### src/rtl/framer_pkg.sv
package framer_pkg;

  typedef struct packed {
    logic [1:0] rsvd;
    logic       async_en;
    logic [1:0] stop_code;
    logic       par_en;
    logic       par_odd;
    logic       short7;
  } mode_t;

  function automatic logic [1:0] stop_count(input logic [1:0] code);
    case (code)
      2'b00:   return 2'd0;
      2'b11:   return 2'd2;
      default: return 2'd1;
    endcase
  endfunction

endpackage

### src/rtl/framer_tx.sv
module framer_tx
  import framer_pkg::*;
#(
  parameter int CHAR_W = 8
) (
  input  logic              clk,
  input  logic              rst_n,
  input  logic              tick_i,
  input  mode_t             mode_i,
  input  logic              in_valid_i,
  input  logic [CHAR_W-1:0] in_data_i,
  output logic              in_ready_o,
  output logic              serial_o
);
  localparam int FRAME_W = CHAR_W + 4;
  localparam int LEN_W   = $clog2(FRAME_W + 1);

  logic              hold_full;
  logic [CHAR_W-1:0] hold_data;
  logic [FRAME_W-1:0] shreg;
  logic [LEN_W-1:0]   rem;
  logic [FRAME_W-1:0] frame;
  logic [LEN_W-1:0]   flen;
  logic               load;
  logic [CHAR_W-1:0]  dmask;
  logic               par_bit;

  assign in_ready_o = !hold_full;
  assign load       = tick_i && (rem == '0) && hold_full;
  assign dmask      = mode_i.short7 ? {1'b0, {(CHAR_W-1){1'b1}}} : {CHAR_W{1'b1}};
  assign par_bit    = (^(hold_data & dmask)) ^ mode_i.par_odd;

  // Frame assembly from the holding register and the mode seen at load
  always_comb begin
    int nd;
    int pos;
    frame = {FRAME_W{1'b1}};
    flen  = LEN_W'(CHAR_W);
    nd    = mode_i.short7 ? CHAR_W - 1 : CHAR_W;
    pos   = 0;
    if (!mode_i.async_en) begin
      frame[CHAR_W-1:0] = hold_data;
    end else begin
      frame[0] = 1'b0;
      for (int i = 0; i < CHAR_W; i++) begin
        if (i < nd) frame[1+i] = hold_data[i];
      end
      pos = 1 + nd;
      if (mode_i.par_en) begin
        frame[pos] = par_bit;
        pos = pos + 1;
      end
      flen = LEN_W'(pos + int'(stop_count(mode_i.stop_code)));
    end
  end

  always_ff @(posedge clk) begin
    if (!rst_n) begin
      hold_full <= 1'b0;
      hold_data <= '0;
    end else if (in_valid_i && !hold_full) begin
      hold_full <= 1'b1;
      hold_data <= in_data_i;
    end else if (load) begin
      hold_full <= 1'b0;
    end
  end

  always_ff @(posedge clk) begin
    if (!rst_n) begin
      shreg    <= {FRAME_W{1'b1}};
      rem      <= '0;
      serial_o <= 1'b1;
    end else if (tick_i) begin
      if (rem != '0) begin
        serial_o <= shreg[0];
        shreg    <= {1'b1, shreg[FRAME_W-1:1]};
        rem      <= rem - LEN_W'(1);
      end else if (hold_full) begin
        serial_o <= frame[0];
        shreg    <= {1'b1, frame[FRAME_W-1:1]};
        rem      <= flen - LEN_W'(1);
      end else begin
        serial_o <= 1'b1;
      end
    end
  end

  a_r10_tx_quiet: assert property (@(posedge clk) disable iff (!rst_n)
    !tick_i |=> $stable(serial_o));
  a_r3_start_low: assert property (@(posedge clk) disable iff (!rst_n)
    (load && mode_i.async_en) |=> !serial_o);
  a_r1_sync_lsb_first: assert property (@(posedge clk) disable iff (!rst_n)
    (load && !mode_i.async_en) |=> (serial_o == $past(hold_data[0])));
  a_r6_hold_kept: assert property (@(posedge clk) disable iff (!rst_n)
    (hold_full && !load) |=> (hold_full && $stable(hold_data)));

endmodule

### src/rtl/framer_rx.sv
module framer_rx
  import framer_pkg::*;
#(
  parameter int CHAR_W = 8
) (
  input  logic              clk,
  input  logic              rst_n,
  input  logic              tick_i,
  input  mode_t             mode_i,
  input  logic              serial_i,
  output logic              out_valid_o,
  input  logic              out_ready_i,
  output logic [CHAR_W-1:0] out_data_o,
  output logic              out_perr_o
);
  localparam int IDX_W = $clog2(CHAR_W);

  typedef enum logic [1:0] {RX_IDLE, RX_DATA, RX_PAR} rx_state_t;

  rx_state_t         st_q, st_d;
  logic [IDX_W-1:0]  idx_q, idx_d, last_idx;
  logic [CHAR_W-1:0] data_q, data_d, e_data;
  logic              acc_q, acc_d, emit, e_perr;
  mode_t             cfg_q, cfg_d;

  assign last_idx = (cfg_q.async_en && cfg_q.short7) ? IDX_W'(CHAR_W - 2)
                                                     : IDX_W'(CHAR_W - 1);

  always_comb begin
    st_d   = st_q;
    idx_d  = idx_q;
    data_d = data_q;
    acc_d  = acc_q;
    cfg_d  = cfg_q;
    emit   = 1'b0;
    e_data = data_q;
    e_perr = 1'b0;
    if (tick_i) begin
      case (st_q)
        RX_IDLE: begin
          if (!mode_i.async_en) begin
            cfg_d     = mode_i;
            data_d    = '0;
            data_d[0] = serial_i;
            acc_d     = serial_i;
            idx_d     = IDX_W'(1);
            st_d      = RX_DATA;
          end else if (!serial_i) begin
            cfg_d  = mode_i;
            data_d = '0;
            acc_d  = 1'b0;
            idx_d  = '0;
            st_d   = RX_DATA;
          end
        end
        RX_DATA: begin
          data_d[idx_q] = serial_i;
          acc_d         = acc_q ^ serial_i;
          if (idx_q == last_idx) begin
            if (cfg_q.async_en && cfg_q.par_en) begin
              st_d = RX_PAR;
            end else begin
              emit   = 1'b1;
              e_data = data_d;
              st_d   = RX_IDLE;
            end
          end else begin
            idx_d = idx_q + IDX_W'(1);
          end
        end
        RX_PAR: begin
          emit   = 1'b1;
          e_data = data_q;
          e_perr = serial_i != (acc_q ^ cfg_q.par_odd);
          st_d   = RX_IDLE;
        end
        default: st_d = RX_IDLE;
      endcase
    end
  end

  always_ff @(posedge clk) begin
    if (!rst_n) begin
      st_q   <= RX_IDLE;
      idx_q  <= '0;
      data_q <= '0;
      acc_q  <= 1'b0;
      cfg_q  <= '0;
    end else begin
      st_q   <= st_d;
      idx_q  <= idx_d;
      data_q <= data_d;
      acc_q  <= acc_d;
      cfg_q  <= cfg_d;
    end
  end

  always_ff @(posedge clk) begin
    if (!rst_n) begin
      out_valid_o <= 1'b0;
      out_data_o  <= '0;
      out_perr_o  <= 1'b0;
    end else if (emit) begin
      out_valid_o <= 1'b1;
      out_data_o  <= e_data;
      out_perr_o  <= e_perr;
    end else if (out_ready_i) begin
      out_valid_o <= 1'b0;
    end
  end

  a_r7_valid_held: assert property (@(posedge clk) disable iff (!rst_n)
    (out_valid_o && !out_ready_i) |=> out_valid_o);
  a_r4_short_msb_zero: assert property (@(posedge clk) disable iff (!rst_n)
    (emit && cfg_q.async_en && cfg_q.short7) |=> (out_data_o[CHAR_W-1] == 1'b0));
  a_r4_perr_needs_parity: assert property (@(posedge clk) disable iff (!rst_n)
    (emit && !(cfg_q.async_en && cfg_q.par_en)) |=> !out_perr_o);
  a_r10_rx_quiet: assert property (@(posedge clk) disable iff (!rst_n)
    !tick_i |=> ($stable(st_q) && $stable(idx_q)));

endmodule

### src/rtl/char_framer.sv
module char_framer
  import framer_pkg::*;
#(
  parameter int CHAR_W = 8
) (
  input  logic              clk,
  input  logic              rst_n,
  input  logic [7:0]        mode_i,
  input  logic              bit_tick_i,
  input  logic              tx_valid_i,
  input  logic [CHAR_W-1:0] tx_data_i,
  output logic              tx_ready_o,
  output logic              tx_serial_o,
  input  logic              rx_serial_i,
  output logic              rx_valid_o,
  input  logic              rx_ready_i,
  output logic [CHAR_W-1:0] rx_data_o,
  output logic              rx_perr_o
);
  mode_t mode;
  assign mode = mode_t'(mode_i);

  framer_tx #(.CHAR_W(CHAR_W)) u_tx (
    .clk        (clk),
    .rst_n      (rst_n),
    .tick_i     (bit_tick_i),
    .mode_i     (mode),
    .in_valid_i (tx_valid_i),
    .in_data_i  (tx_data_i),
    .in_ready_o (tx_ready_o),
    .serial_o   (tx_serial_o)
  );

  framer_rx #(.CHAR_W(CHAR_W)) u_rx (
    .clk         (clk),
    .rst_n       (rst_n),
    .tick_i      (bit_tick_i),
    .mode_i      (mode),
    .serial_i    (rx_serial_i),
    .out_valid_o (rx_valid_o),
    .out_ready_i (rx_ready_i),
    .out_data_o  (rx_data_o),
    .out_perr_o  (rx_perr_o)
  );

  a_r6_ready_after_take: assert property (@(posedge clk) disable iff (!rst_n)
    (tx_valid_i && tx_ready_o && !bit_tick_i) |=> !tx_ready_o);

endmodule

### config.mk
export PLATFORM = sky130hd
export DESIGN_NAME = char_framer
export DESIGN_NICKNAME = d
export VERILOG_FILES = /design/src/rtl/framer_pkg.sv /design/src/rtl/framer_tx.sv /design/src/rtl/framer_rx.sv /design/src/rtl/char_framer.sv
export SDC_FILE = /design/constraint.sdc
export NUM_CORES = 1
export LEC_CHECK = 0
export BUFFER_PORTS_ARGS = -buffer_cell sky130_fd_sc_hd__buf_2
export CORE_UTILIZATION = 44
export CTS_BUF_LIST = sky130_fd_sc_hd__clkbuf_8
export CTS_CLUSTER_DIAMETER = 200
export CTS_CLUSTER_SIZE = 24
export DETAILED_ROUTE_END_ITERATION = 6
export GPL_ROUTABILITY_DRIVEN = 0
export SYNTH_ARGS = -nofsm -noshare
export SYNTH_HDL_FRONTEND = slang
export SYNTH_HIERARCHICAL = 1
export SYNTH_SLANG_ARGS = --single-unit
### constraint.sdc
create_clock -name clk -period 2.2 [get_ports clk]
set_input_delay 0.11 -clock clk [delete_from_list [all_inputs] [get_ports clk]]
set_output_delay 0.11 -clock clk [all_outputs]
set_load 0.01 [all_outputs]
==> results.toml, run 1 <==
[min_path]
hold_start = "tx_data_i[5]"
hp-class = "in2reg"
hold_path_end = "u_tx/hold_data[5]$_SDFFE_PN0P_"
hold_depth = 3

[floorplan]
fp-row-count = 28
die_x_um = 81.4
initial_utilization_pct = 46.3
core_um2 = 5990
die_area_um2 = 6630
ios = 34
die_y_um = 81.4

[clock_tree]
clock_sinks = 51
cts_buffer_depth = 2
numCtsBuffers = 5
htree_levels = 2
postCtsSetupBuffers = 0
clk_pin_slew_ns = 0.09
cts_root_buffer = "clkbuf_8"
cts_resized = 0
cts-hold-fix-buffers = 0
cts_tree = "built"
clkLatencyLatePin_ns = 0.31

[critical_path]
path_buf_inv = 2
crit_fanout = 5
crit_top_cell = "ha_1"
r2r_cells = 6
crit_slowest_cell = "fa_1"
critical_path_class = "in2reg"
rr_startpoint = "u_rx/st_q[1]$_SDFFE_PN0P_"
path_depth = 11
crit_start = "mode_i[0]"
required_ns = 2.43
cp-start-kind = "input port"
timing.reg2reg.setup_slack_ns = 0.42
max_stage_delay_ns = 0.47
crit_chain = "buf_2 > inv_1 > ha_1 > ha_1 > fa_1 > a31oi_1 > ha_1 > nand2b_1 > mux2i_1 > nand2_1 > a21oi_1"
cp.arrival_ns = 2.07
cp-end-kind = "flop"
crit_family = "adder cells"
r2r_end = "u_rx/out_data_o[7]$_SDFFE_PN0P_"

[timing]
report.final.hold_viol_count = 0
fin_crit_ns = 1.84
slew_headroom_pct = 53.2
setup_tns_ns = 0
fin_skew_ns = 0.00772
drv_slew = 0
period_share_pct = 83.5
worst_slew_pin_slew_ns = 0.695
finalSetupViolations = 0
rsz0062_at_grt = "no"
fmax_mhz = 544

[placement]
dp_hpwl_um = 4380
post_dp_cell_area_um2 = 2960
numPortBuffers = 31

[power_and_ir_drop]
switching_share_pct = 30.3
total_power_mw = 2.46
p_int_mw = 1.71
ir_drop_mv = 0.471
p_seq_share_pct = 43.7
p_switching_uw = 746
p_leak_nw = 1.22
p_clk_share_pct = 31.2
power-per-cell-area_nw_per_um2 = 794
p_comb_share_pct = 25.1

[final_layout]
fin_area_um2 = 3100
n_antenna_cell = 0
nNetsFinal = 384
final_util_pct = 51.7
syn_to_final_growth_pct = 11.6
layout_commonest_cell = "dfxtp_1"
final_cell_mix = "dfxtp_1 (51), nand2_1 (46), a21oi_1 (33)"
drive_gt1_share_pct = 16.9

[detailed_routing]
drcViolationCount = 0
wire_per_inst_um = 14.0
drt_iter0_drc = 114
dr.pass1.iters = 4
ant_nets = 0
vias_per_cell = 5.56
drt-total-wl_um = 6000
dr_total_vias = 2385

[yosys]
ys_warn_count = 6
ys_ff_latch = 51
ys.flop_type = "dfxtp_1"
synth-edff-count = 0
synthArstFlopShare_pct = 0
synth.net_count = 361
ys_seq_area_share_pct = 36.8
ys_types = 53
syn_area_um2 = 2780
syn_inst = 330
syn_area_per_cell_um2 = 8.41

[grt]
grt_overflow = 0
grt_antenna_before_repair = 0
grt_pass1_vias = 2160
grt_pass1_wl_um = 9830
grt_start_max_net_pins = 20
track_usage_pct = 19.2

[outcome]
status = "finished clean"

[job]
maxCapViolations = 0
layout make-up:
class                      count  area [µm²]
inverter                       8        30.0
fill                         578        2890
timing repair buffer          38         208
sequential                    51        1020
tap                           75        93.8
clock inverter                 3        67.6
multi-input combinational    249        1610
clock buffer                   5        68.8
synthesized netlist by cell type, types with 2 or more instances:
cell type | number | share of area, %
ha_1 | 8 | 3.6
nor3_1 | 2 | 0.36
a21oi_1 | 33 | 6.0
a31oi_1 | 6 | 1.4
o2111ai_1 | 2 | 0.63
o211ai_1 | 12 | 3.2
o211ai_2 | 3 | 1.4
buf_1 | 2 | 0.27
inv_1 | 7 | 0.95
xnor2_1 | 9 | 2.8
a21o_2 | 2 | 0.63
nand2b_1 | 4 | 0.90
mux2_2 | 2 | 0.81
clkbuf_1 | 9 | 1.2
dfxtp_1 | 51 | 37
nand3b_1 | 3 | 0.81
mux2i_1 | 14 | 5.0
and2_1 | 2 | 0.45
nor2b_1 | 5 | 1.1
and3_1 | 3 | 0.68
o21ai_0 | 14 | 2.5
a211oi_1 | 7 | 1.9
nand2_1 | 46 | 6.2
a21boi_0 | 3 | 0.81
buf_6 | 3 | 1.2
buf_2 | 7 | 1.3
nand4_1 | 3 | 0.68
nor2_1 | 24 | 3.2
a22oi_1 | 2 | 0.54
nand3_1 | 17 | 3.1
o22ai_1 | 3 | 0.68
metrics by stage:
stage | setup WS, ns | hold WS (ns) | std cells
after floorplan | 0.367 | 0.246 | 330
after global placement | 0.125 | 0.351 | 421
after detailed placement | 0.0332 | 0.358 | 421
after CTS | 0.346 | 0.0298 | 429
after global routing | 0.209 | 0.0324 | 429
final | 0.363 | 0.0355 | 429
worst max path at each step:
stage	end	slack (ns)
detailed placement	u_tx/rem[2]$_SDFFE_PN0P_	0.03
finish	u_tx/rem[2]$_SDFFE_PN0P_	0.36
global route	u_tx/rem[2]$_SDFFE_PN0P_	0.21
CTS	u_tx/rem[2]$_SDFFE_PN0P_	0.35
floorplan	u_tx/rem[2]$_SDFFE_PN0P_	0.37
global placement	u_tx/rem[2]$_SDFFE_PN0P_	0.12
kinds of logic (layout without fill, tap and decap cells):
logic type               Yosys count  in the layout  synth area share, %
flip-flops                        51             51                 36.8
adder cells (fa/ha/maj)            9              9                 4.33
multiplexers                      16             16                 5.86
AND/OR/NAND/NOR                  117            117                 20.6
XOR/XNOR                          10             10                 3.16
AO/OA/AOI/OAI                     97             97                 24.0
buffers and inverters             30             54                 5.23
sequential cells by signal, indices dropped and copies added (netlist names):
signal            flops
u_rx/cfg_q            4
u_tx/hold_full        1
u_rx/out_data_o       8
u_tx/shreg            9
u_rx/out_valid_o      1
u_rx/st_q             2
u_rx/out_perr_o       1
u_tx/hold_data        8
u_rx/acc_q            1
u_tx/serial_o         1
u_rx/data_q           8
u_tx/rem              4
u_rx/idx_q            3
power by group through the flow:
stage / clock network, mW / logic [mW] / registers [mW]
2_1_floorplan: 0 / 0.502 / 1.08
3_3_place_gp: 0 / 0.609 / 1.09
3_5_place_dp: 0 / 0.621 / 1.09
4_1_cts: 0.789 / 0.624 / 1.07
5_1_grt: 0.822 / 0.693 / 1.09
6_report: 0.769 / 0.617 / 1.07
routing by layer:
layer / track usage [%] / vias to the layer above / wire length [µm]
met4: 5.89 / 0 / 72
met2: 34.5 / 36 / 2960
met5: 0 / - / 0
met1: 23.2 / 1112 / 2810
met3: 3.33 / 9 / 156
li1: - / 1228 / -
worst reg2reg max path, cell delays in order (launching register included):
cell	delay, ns
dfxtp_1	0.32
inv_1	0.09
ha_1	0.35
nand3_1	0.20
a211oi_4	0.42
o211ai_1	0.16
o22ai_1	0.19
Power figures use the tool's default switching activity.
==> run 2, diff against run 1 <==
clock period = 1.8 ns   (was 2.2 ns; I/O delays follow)
==> run 2 against run 1 <==
Cell count grew 2.8%. First-iteration DRC count shrank 3.5%. Power grew 22%. Worst hold slack lost 0.018 ns. Utilization grew 2.1 points. Critical path type is now reg2reg. Largest cell class unchanged. Clock-buffer cell count grew 1.
==> results.toml, run 2 (synthesized netlist as in run 1, its figures left out) <==
[critical_path]
crit_chain = "inv_1 > ha_1 > nand3_1 > a2111o_1 > nand3_1 > a21oi_1"
required_ns = 2.00
cp-start-kind = "flop"
crit_fanout = 9
cp-end-kind = "flop"
cp.arrival_ns = 1.89
max_stage_delay_ns = 0.56
crit_family = "compound AO/OA/AOI/OAI gates"
crit_slowest_cell = "a2111o_1"
path_buf_inv = 1
crit_top_cell = "nand3_1"
critical_path_class = "reg2reg"

[timing]
period_share_pct = 94.1
rsz0062_at_grt = "no"
report.final.hold_viol_count = 0
layout_setup_ws_ns = 0.106
worst_slew_pin_slew_ns = 0.764
fmax_mhz = 590
fin_skew_ns = 0.00901
drv_slew = 0
slew_headroom_pct = 48.6
finalSetupViolations = 0
fin_crit_ns = 1.69

[detailed_routing]
vias_per_cell = 5.45
ant_nets = 0
wire_per_inst_um = 14.1
dr.pass1.iters = 4
drcViolationCount = 0
dr_total_vias = 2403
drt-total-wl_um = 6230
drt_iter0_drc = 110

[clock_tree]
cts_tree = "built"
cts_buffer_depth = 2
cts_root_buffer = "clkbuf_8"
clk_pin_slew_ns = 0.09
numCtsBuffers = 5
htree_levels = 2
clkLatencyLatePin_ns = 0.31
clock_sinks = 51

[grt]
grt_pass1_wl_um = 10700
grt_antenna_before_repair = 0
grt_start_max_net_pins = 20
grt_pass1_vias = 2314
grt_overflow = 0
track_usage_pct = 20.9

[power_and_ir_drop]
total_power_mw = 3.00
p_leak_nw = 1.28
ir_drop_mv = 0.455
power-per-cell-area_nw_per_um2 = 931

[final_layout]
multi_input_area_um2 = 1650
nFillCells = 587
nNetsFinal = 396
largest-register = "u_tx/shreg"
n_antenna_cell = 0
fin_area_um2 = 3220
instances_no_fill = 441
final_util_pct = 53.8
layout_commonest_cell = "dfxtp_1"
drive_gt1_share_pct = 21.6
syn_to_final_growth_pct = 16.1
final_cell_mix = "dfxtp_1 (51), nand2_1 (45), a21oi_1 (33)"
largest_register_ff_count = 9
seq_area_um2 = 1020

[placement]
dp_hpwl_um = 4520
post_dp_cell_area_um2 = 3090
placed_cells = 432
place_ws_ns = -0.188
numPortBuffers = 31

[floorplan]
die_area_um2 = 6630
initial_utilization_pct = 46.3
die_y_um = 81.4
fp-row-count = 28
die_x_um = 81.4
core_um2 = 5990
ios = 34

[outcome]
status = "finished clean"

[min_path]
hp-class = "in2reg"

[job]
maxCapViolations = 0
-- run 2: cell types whose count changed in the layout (fill, tap and decap cells not counted), sizes merged --
cell	change
clkinv	+1
clkinvlp	-1
clkbuf	+1
dlygate4sd3	+1
bufinv	-1
buf	+11
-- run 2: final cells by class --
type	instances	area share, %
well taps	75	2.91
multi-input cells	249	51.1
clock inverters	2	1.09
clock buffers	6	2.56
flip-flops and latches	51	31.7
repair buffers	50	9.71
inverters	8	0.932
-- run 2: routing by layer --
| metal | GRT usage (%) | vias to the layer above | part of all wire, % |
|---|---|---|---|
| met4 | 6.96 | 0 | 1.6 |
| met5 | 0 | - | 0 |
| met2 | 36.5 | 34 | 50 |
| met1 | 24.9 | 1113 | 46 |
| met3 | 5.11 | 10 | 2.7 |
| li1 | - | 1246 | - |
-- run 2: worst reg2reg max path, cell delays in order (launching register included) --
cell and delay, ns:
dfxtp_1 0.35, inv_1 0.08, ha_1 0.30, nand3_1 0.08
a2111o_1 0.56, nand3_1 0.15, a21oi_1 0.07
-- run 2: stage by stage --
stage                     setup TNS (ns)  hold WS [ns]
after floorplan                        0         0.226
after global placement            -0.243         0.332
after detailed placement          -0.236         0.337
after CTS                              0       0.00102
after global routing                   0        0.0127
final                                  0        0.0172
-- run 2: worst paths after layout --
kind / from / end / slack (ns) / cells past startpoint
max: u_rx/st_q[0]$_SDFFE_PN0P_ / u_rx/out_data_o[0]$_SDFFE_PN0P_ / 0.11 / 6
min: tx_data_i[4] / u_tx/hold_data[4]$_SDFFE_PN0P_ / 0.02 / 3
max reg2reg: u_rx/st_q[0]$_SDFFE_PN0P_ / u_rx/out_data_o[0]$_SDFFE_PN0P_ / 0.11 / 6
min reg2reg: u_rx/out_perr_o$_SDFFE_PN0P_ / u_rx/out_perr_o$_SDFFE_PN0P_ / 0.47 / 2
-- run 2: timing repair --
action,4_1_cts,5_1_grt
setup endpoints to repair,0,16
buffers inserted,0,0
hold buffers,1,0
hold endpoints to repair,1,0
gates resized for setup,0,3
-- run 2: report_power, final --
part           switching [mW]  internal [mW]  total [mW]
Sequential             0.0858           1.22        1.31
Clock                   0.391          0.450       0.842
Combinational           0.461          0.388       0.848
